$ cat src/rtl/hms_tick_clock.sv
module hms_tick_clock #(
  parameter int DIV_FAST = 50000,
  parameter int DIV_SLOW = 40,
  parameter int SPAN     = 43200
) (
  input  logic        clk,
  input  logic        rst,
  output logic [7:0]  sec_bcd,
  output logic [7:0]  min_bcd,
  output logic [7:0]  hr_bcd,
  output logic [41:0] seg,
  output logic        upd
);
  localparam int W1 = $clog2(DIV_FAST + 1);
  localparam int W2 = $clog2(DIV_SLOW + 1);
  localparam int W3 = $clog2(SPAN + 1);

  logic [W1-1:0] c1;
  logic [W2-1:0] c2;
  logic [W3-1:0] c3;

  wire t25 = (c1 == W1'(1));
  wire t1s = t25 && (c2 == W2'(1));

  always_ff @(posedge clk) begin
    if (rst) begin
      c1 <= W1'(DIV_FAST);
      c2 <= W2'(DIV_SLOW);
      c3 <= W3'(SPAN);
    end else begin
      c1 <= t25 ? W1'(DIV_FAST) : c1 - W1'(1);
      if (t25) c2 <= (c2 == W2'(1)) ? W2'(DIV_SLOW) : c2 - W2'(1);
      if (t1s) c3 <= (c3 == W3'(1)) ? W3'(SPAN) : c3 - W3'(1);
    end
  end

  wire [W3-1:0] elapsed = (c3 == W3'(SPAN)) ? '0 : W3'(SPAN) - c3;

  logic        start, busy, done;
  logic [3:0]  ph;
  logic [16:0] rem;
  logic [9:0]  q;

  wire [16:0] dv = (ph < 4'd4) ? (17'd3600 << (4'd3 - ph)) : (17'd60 << (4'd9 - ph));
  wire        ge = (rem >= dv);

  always_ff @(posedge clk) begin
    if (rst) begin
      start <= 1'b0;
      busy  <= 1'b0;
      done  <= 1'b0;
      ph    <= '0;
      rem   <= '0;
      q     <= '0;
    end else begin
      start <= t1s;
      done  <= 1'b0;
      if (start) begin
        rem  <= 17'(elapsed);
        q    <= '0;
        ph   <= '0;
        busy <= 1'b1;
      end else if (busy) begin
        q  <= {q[8:0], ge};
        if (ge) rem <= rem - dv;
        ph <= ph + 4'd1;
        if (ph == 4'd9) begin
          busy <= 1'b0;
          done <= 1'b1;
        end
      end
    end
  end

  function automatic logic [7:0] to_bcd(input logic [5:0] v);
    return {4'(v / 6'd10), 4'(v % 6'd10)};
  endfunction

  always_ff @(posedge clk) begin
    if (rst) begin
      sec_bcd <= 8'h00;
      min_bcd <= 8'h00;
      hr_bcd  <= 8'h00;
      upd     <= 1'b0;
    end else begin
      upd <= done;
      if (done) begin
        sec_bcd <= to_bcd(rem[5:0]);
        min_bcd <= to_bcd(q[5:0]);
        hr_bcd  <= to_bcd({2'b00, q[9:6]});
      end
    end
  end

  function automatic logic [6:0] enc(input logic [3:0] d);
    case (d)
      4'd0: enc = 7'h3F;
      4'd1: enc = 7'h06;
      4'd2: enc = 7'h5B;
      4'd3: enc = 7'h4F;
      4'd4: enc = 7'h66;
      4'd5: enc = 7'h6D;
      4'd6: enc = 7'h7D;
      4'd7: enc = 7'h07;
      4'd8: enc = 7'h7F;
      4'd9: enc = 7'h6F;
      default: enc = 7'h00;
    endcase
  endfunction

  wire [23:0] digs = {hr_bcd, min_bcd, sec_bcd};

  for (genvar i = 0; i < 6; i++) begin : g_seg
    assign seg[7*i +: 7] = enc(digs[4*i +: 4]);
  end
endmodule

$ cat config.mk
export PLATFORM = sky130hd
export DESIGN_NAME = hms_tick_clock
export DESIGN_NICKNAME = d
export VERILOG_FILES = /design/src/rtl/hms_tick_clock.sv
export SDC_FILE = /design/constraint.sdc
export NUM_CORES = 1
export LEC_CHECK = 0
export BUFFER_PORTS_ARGS = -buffer_cell sky130_fd_sc_hd__buf_2
export CELL_PAD_IN_SITES_DETAIL_PLACEMENT = 1
export CELL_PAD_IN_SITES_GLOBAL_PLACEMENT = 2
export CORE_MARGIN = 2
export CORE_UTILIZATION = 37
export CTS_CLUSTER_SIZE = 28
export DETAILED_ROUTE_END_ITERATION = 8
export MAX_ROUTING_LAYER = met4
export PLACE_DENSITY = 0.8
export SYNTH_ARGS = -nofsm -noshare
export SYNTH_HDL_FRONTEND = slang
export SYNTH_SLANG_ARGS = --single-unit
$ cat constraint.sdc
create_clock -name clk -period 5.5 [get_ports clk]
set_input_delay 0.825 -clock clk [delete_from_list [all_inputs] [get_ports clk]]
set_output_delay 0.825 -clock clk [all_outputs]
set_load 0.03 [all_outputs]
==> results.sh, run 1 <==
export IMPL_crit_required_ns=5.82
export IMPL_p_leak_nw=3.41
export IMPL_clock_skew_ns=0.0142
export IMPL_outcome="finished clean"
export IMPL_fill_cells=2449
export IMPL_core_area_mm2=0.0200
export IMPL_fin_nets=993
export IMPL_setup_tns_final_ns=0
export IMPL_ant_nets=0
export IMPL_grt_max_degree=60
export IMPL_antenna_found_initial=0
export IMPL_num_vias=6207
export IMPL_min_period_over_period_pct=83.8
export IMPL_cts_resized=0
export IMPL_layout_cells_non_filler=1203
export IMPL_initial_utilization_pct=37.5
export IMPL_dp_hpwl_mm=13.1
export IMPL_cts_buffers=17
export IMPL_synthTopCellsByArea="dfxtp_1 34%, ha_1 12%, nor2_1 5.6%"
export IMPL_synth_most_common_cell="dfxtp_1"
export IMPL_finalHoldViolCount=0
export IMPL_worstPathArrival_ns=4.93
export IMPL_start_kind="register"
export IMPL_netlist_area_mm2=0.00750
export IMPL_root_buffer="clkbuf_16"
export IMPL_p_clk_share_pct=53.3
export IMPL_cts_hold_buffers_added=0
export IMPL_clk_pin_slew_ns=0.06
export IMPL_die_y_um=146
export IMPL_wl_per_cell_um=15.2
export IMPL_placed_area_mm2=0.00794
export IMPL_wl_mm=18.3
export IMPL_htree_levels=4
export IMPL_synth_edff_count=0
export IMPL_placed_cells=1173
export IMPL_synth_top_cells_by_count="128 x dfxtp_1, 112 x nor2_1, 69 x ha_1, 63 x nand2_1, 51 x inv_1"
export IMPL_place_congestion=0.818
export IMPL_fin_area_mm2=0.00853
export IMPL_grt_pass1_wl_mm=31.0
export IMPL_via_per_inst=5.16
export IMPL_yosysSeqAreaShare_pct=34.1
export IMPL_cts_sinks=128
export IMPL_p_seq_share_pct=44.4
export IMPL_p_switching_mw=0.459
export IMPL_num_rows=52
export IMPL_maxCapViolations=0
export IMPL_min_period_ns=4.61
export IMPL_slew_viol_final=0
export IMPL_relSlewSlack_pct=36.0
export IMPL_io_pin_count=69
export IMPL_rsz0062_at_grt="no"
export IMPL_fmax_mhz=217
export IMPL_synth_cells=888
export IMPL_clock_latency_ns=0.42
export IMPL_path_max_fanout=14
export IMPL_ys_types=72
export IMPL_swShare_pct=21.6
export IMPL_drive_above_1_share_pct=13.6
export IMPL_port_buffers=60
export IMPL_clk_path_buf_depth=2
export IMPL_dieArea_mm2=0.0214
export IMPL_grt_pass1_vias=6285
export IMPL_finalSetupViolations=0
export IMPL_firstDrtPassIters=4
export IMPL_worstSetupPathType="reg -> reg"
export IMPL_synth_area_per_cell_um2=8.45
export IMPL_cts_tree="done"
export IMPL_hp_class="reg -> reg"
export IMPL_synth_top_cell_area_share_pct=34.1
export IMPL_async_reset_ff_share_pct=0
export IMPL_p_comb_share_pct=2.3
export IMPL_grt_overflow=0
export IMPL_intPower_mw=1.67
export IMPL_worstMarginPinSlew_ns=0.954
export IMPL_synth_top_cell_by_area="dfxtp_1"
export IMPL_diodes=0
export IMPL_synthToLayoutAreaGrowth_pct=13.6
export IMPL_synth_warnings=0
export IMPL_die_w_um=146
export IMPL_drc=0
export IMPL_ir_drop_uv=206
export IMPL_ys_ff_latch=128
export IMPL_synth_flop_cell="dfxtp_1"
export IMPL_post_cts_setup_buffers=0
export IMPL_drtIter0Drc=197
export IMPL_crit_path_end_kind="register"
export IMPL_p_per_area_mw_per_mm2=250
export IMPL_track_usage_pct=18.0
-- logic make-up after synthesis --
group | count (synthesis) | synth area share, %
adders and majority gates | 69 | 11.5
DFF | 128 | 34.1
muxes | 38 | 5.14
other | 2 | 0.100
AOI/OAI and AO/OA | 192 | 17.1
xor gates and xnor gates | 53 | 6.19
buffers and inverters | 107 | 6.02
and+or+nand+nor | 299 | 19.8
-- power by group through the flow --
stage,logic (mW),registers (mW),clock network (mW)
3_5_place_dp,0.0500,0.965,0
2_1_floorplan,0.0454,0.962,0
6_report,0.0499,0.944,1.13
3_3_place_gp,0.0495,0.964,0
4_1_cts,0.0507,0.944,1.16
5_1_grt,0.0566,0.945,1.20
-- worst paths after layout --
kind,start,to,slack (ns),cells past startpoint
setup / recovery,ph[2],rem[14],0.89,11
hold / removal,c1[5],c1[5],0.46,2
setup reg to reg,ph[2],rem[14],0.89,11
hold reg to reg,c1[5],c1[5],0.46,2
-- state kept, by name, summed over array words and instances, names as in the netlist --
name and flops:
c2 6, q 10, rem 17, done 1
c1 16, seg 36, ph 4, hr_bcd 5
busy 1, sec_bcd 7, min_bcd 7, upd 1
c3 16, start 1
-- critical path: stages, from the launching register on --
cell and delay, ns:
dfxtp_1 0.61, inv_1 0.23, ha_1 0.27, ha_1 0.36, or4b_2 0.71, ha_1 0.34, o211ai_1 0.23, a21bo_2 0.20
nand3b_1 0.17, a221o_1 0.44, or4b_2 0.66, a311oi_1 0.27
-- metal layers --
metal	GRT usage, %	part of all wire (%)	vias up
li1	-	-	3154
met1	23.3	50	2978
met2	29.2	47	54
met3	2.94	1.8	21
met4	5.44	1.3	0
met5	-	0	-
-- final cells by class --
cell class	count	area, um2	area share, %
multi-input cells	659	4520	53.0
flip-flops and latches	128	2560	30.1
clock buffers	20	447	5.24
well taps	270	338	3.96
repair buffers	64	330	3.87
inverters	52	195	2.29
clock inverters	10	136	1.60
-- stage by stage --
stage | util (%) | total power [mW] | hold WS [ns] | setup slack [ns]
6_report | 42.5 | 2.13 | 0.461 | 0.892
5_1_grt | 42.5 | 2.20 | 0.490 | 0.666
4_1_cts | 42.5 | 2.16 | 0.465 | 0.896
3_5_place_dp | 39.6 | 1.01 | 0.456 | 0.917
3_3_place_gp | 39.6 | 1.01 | 0.451 | 1.07
2_1_floorplan | - | 1.01 | 0.437 | 1.27
-- cell usage in the layout, fill, tap and decap left out, drive strengths merged, types with 7 or more instances in the layout --
cell type / netlist / final
ha: 69 / 69
buf: 17 / 64
inv: 52 / 53
o21ai: 48 / 48
o211ai: 7 / 7
xor2: 19 / 19
xnor2: 34 / 34
nor3: 22 / 22
or3: 11 / 11
nor3b: 8 / 8
nand3: 8 / 8
conb: 2 / 8
mux2i: 34 / 34
a21o: 9 / 9
dfxtp: 128 / 128
clkbuf: 38 / 20
or2: 12 / 12
nor4: 8 / 8
a211oi: 11 / 11
o31ai: 7 / 7
nor2: 112 / 112
nand2b: 11 / 11
nand2: 63 / 63
nor2b: 9 / 9
a31oi: 9 / 9
a21oi: 44 / 44
No activity file was read; power rests on OpenSTA's default activity.
==> run 2, diff against run 1 <==
==> constraint.sdc (replaced) <==
create_clock -name clk -period 4.6 [get_ports clk]
set_input_delay 0.69 -clock clk [delete_from_list [all_inputs] [get_ports clk]]
set_output_delay 0.69 -clock clk [all_outputs]
set_load 0.03 [all_outputs]
==> run 2 against run 1 <==
Via count fell by 0.74%. Global-route usage fell by 0.13 points. Non-clock buffer count rose by 5. Hold slack improved by 0.0050 ns. Sequential share of layout area fell by 0.24 points. Count of clock-buffer cells in the layout fell by 1. Cell count rose by 0.58%. Sequential power rose by 20%. Routed wire length fell by 1.1%. Clock skew fell by 0.0054 ns. First-iteration DRC count rose by 36%. Flip-flop and latch count did not move.
==> results.sh, run 2 (same netlist as run 1, synthesis figures left out) <==
export IMPL_outcome="finished clean"
export IMPL_cts_sinks=128
export IMPL_finalHoldViolCount=0
export IMPL_p_clk_share_pct=54.2
export IMPL_start_kind="register"
export IMPL_worstSetupPathType="reg -> reg"
export IMPL_drtIter0Drc=267
export IMPL_hold_ws_ns=0.466
export IMPL_min_period_ns=4.21
export IMPL_grt_max_degree=36
export IMPL_wl_per_cell_um=15.0
export IMPL_crit_required_ns=4.93
export IMPL_crit_path_end_kind="register"
export IMPL_swShare_pct=22.2
export IMPL_diodes=0
export IMPL_final_cell_mix="128 x dfxtp_1, 112 x nor2_1, 69 x ha_1"
export IMPL_initial_utilization_pct=37.5
export IMPL_slew_viol_final=0
export IMPL_cts_buffers=17
export IMPL_num_rows=52
export IMPL_io_pin_count=69
export IMPL_port_buffers=60
export IMPL_path_max_fanout=7
export IMPL_p_total_mw=2.59
export IMPL_ir_drop_uv=234
export IMPL_layout_cells_non_filler=1210
export IMPL_p_per_area_mw_per_mm2=302
export IMPL_fin_nets=998
export IMPL_place_congestion=0.769
export IMPL_grt_pass1_vias=6067
export IMPL_drc=0
export IMPL_via_per_inst=5.09
export IMPL_firstDrtPassIters=4
export IMPL_root_buffer="clkbuf_16"
export IMPL_track_usage_pct=17.9
export IMPL_p_seq_share_pct=43.5
export IMPL_p_switching_mw=0.576
export IMPL_clk_pin_slew_ns=0.06
export IMPL_die_w_um=146
export IMPL_drive_above_1_share_pct=14.5
export IMPL_rsz0062_at_grt="no"
export IMPL_p_comb_share_pct=2.3
export IMPL_worstHoldStart="c1[5]"
export IMPL_relSlewSlack_pct=35.9
export IMPL_antenna_found_initial=0
export IMPL_fmax_mhz=237
export IMPL_die_y_um=146
export IMPL_num_vias=6161
export IMPL_cts_hold_buffers_added=0
export IMPL_final_core_util_pct=42.9
export IMPL_clock_latency_ns=0.42
export IMPL_p_leak_nw=3.45
export IMPL_hp_class="reg -> reg"
export IMPL_synthToLayoutAreaGrowth_pct=14.5
export IMPL_dieArea_mm2=0.0214
export IMPL_htree_levels=4
export IMPL_clock_skew_ns=0.00881
export IMPL_layout_commonest_cell="dfxtp_1"
export IMPL_worstPathArrival_ns=4.55
export IMPL_cts_tree="done"
export IMPL_r2r_start="ph[1]"
export IMPL_cts_resized=0
export IMPL_finalSetupViolations=0
export IMPL_post_cts_setup_buffers=0
export IMPL_dp_hpwl_mm=13.2
export IMPL_clk_path_buf_depth=2
export IMPL_worstMarginPinSlew_ns=0.960
export IMPL_placed_cells=1178
export IMPL_grt_pass1_wl_mm=30.6
export IMPL_setup_tns_final_ns=0
export IMPL_maxCapViolations=0
export IMPL_core_area_mm2=0.0200
export IMPL_intPower_mw=2.02
export IMPL_ant_nets=0
export IMPL_largest_register_ffs=36
export IMPL_startpoint="ph[1]"
export IMPL_fill_cells=2422
export IMPL_wl_mm=18.1
export IMPL_grt_overflow=0
export IMPL_min_period_over_period_pct=91.6
[run 2: changes by cell type in the layout (fill, tap and decap cells not counted), sizes merged]
cell      before  now
clkinvlp       3    2
clkinv         3    7
clkbuf        20   19
buf           64   69
[run 2: stage by stage]
stage / cell area, um2 / setup WS, ns
after floorplan: 7530 / 0.371
after global placement: 7980 / 0.480
after detailed placement: 7980 / 0.391
after CTS: 8590 / 0.364
after global routing: 8590 / 0.119
final: 8590 / 0.386
[run 2: final timing paths]
kind         slack (ns)       to  cells past startpoint
max                0.39  rem[14]                     11
min                0.47    c1[5]                      2
max reg2reg        0.39  rem[14]                     11
min reg2reg        0.47    c1[5]                      2
[run 2: metal layers]
metal  GRT usage, %  routed length (um)
met1           24.2                9200
met2           27.8                8360
met3           3.16                 384
met4           4.66                 204
met5              -                   0
[run 2: critical path, stage by stage (launching register included)]
cell,delay (ns)
dfxtp_1,0.43
inv_1,0.13
ha_1,0.25
ha_1,0.35
or4b_2,0.71
ha_1,0.34
o211ai_1,0.21
a21bo_2,0.20
nand3b_1,0.17
a221o_1,0.43
or4b_2,0.64
a311oi_1,0.25
[run 2: power by group through the flow]
stage,Sequential (mW),Clock (mW),Combinational [mW]
3_5_place_dp,1.15,0,0.0601
4_1_cts,1.13,1.44,0.0607
2_1_floorplan,1.15,0,0.0543
6_report,1.13,1.40,0.0598
5_1_grt,1.13,1.50,0.0676
3_3_place_gp,1.15,0,0.0597
[run 2: layout make-up]
type	instances	area [um2]	share of cell area, %
clock buffer	19	453	5.27
clock inverter	13	160	1.86
inverter	52	195	2.27
multi-input combinational	659	4520	52.6
sequential	128	2560	29.8
tap	270	338	3.93
timing repair buffer	69	368	4.28
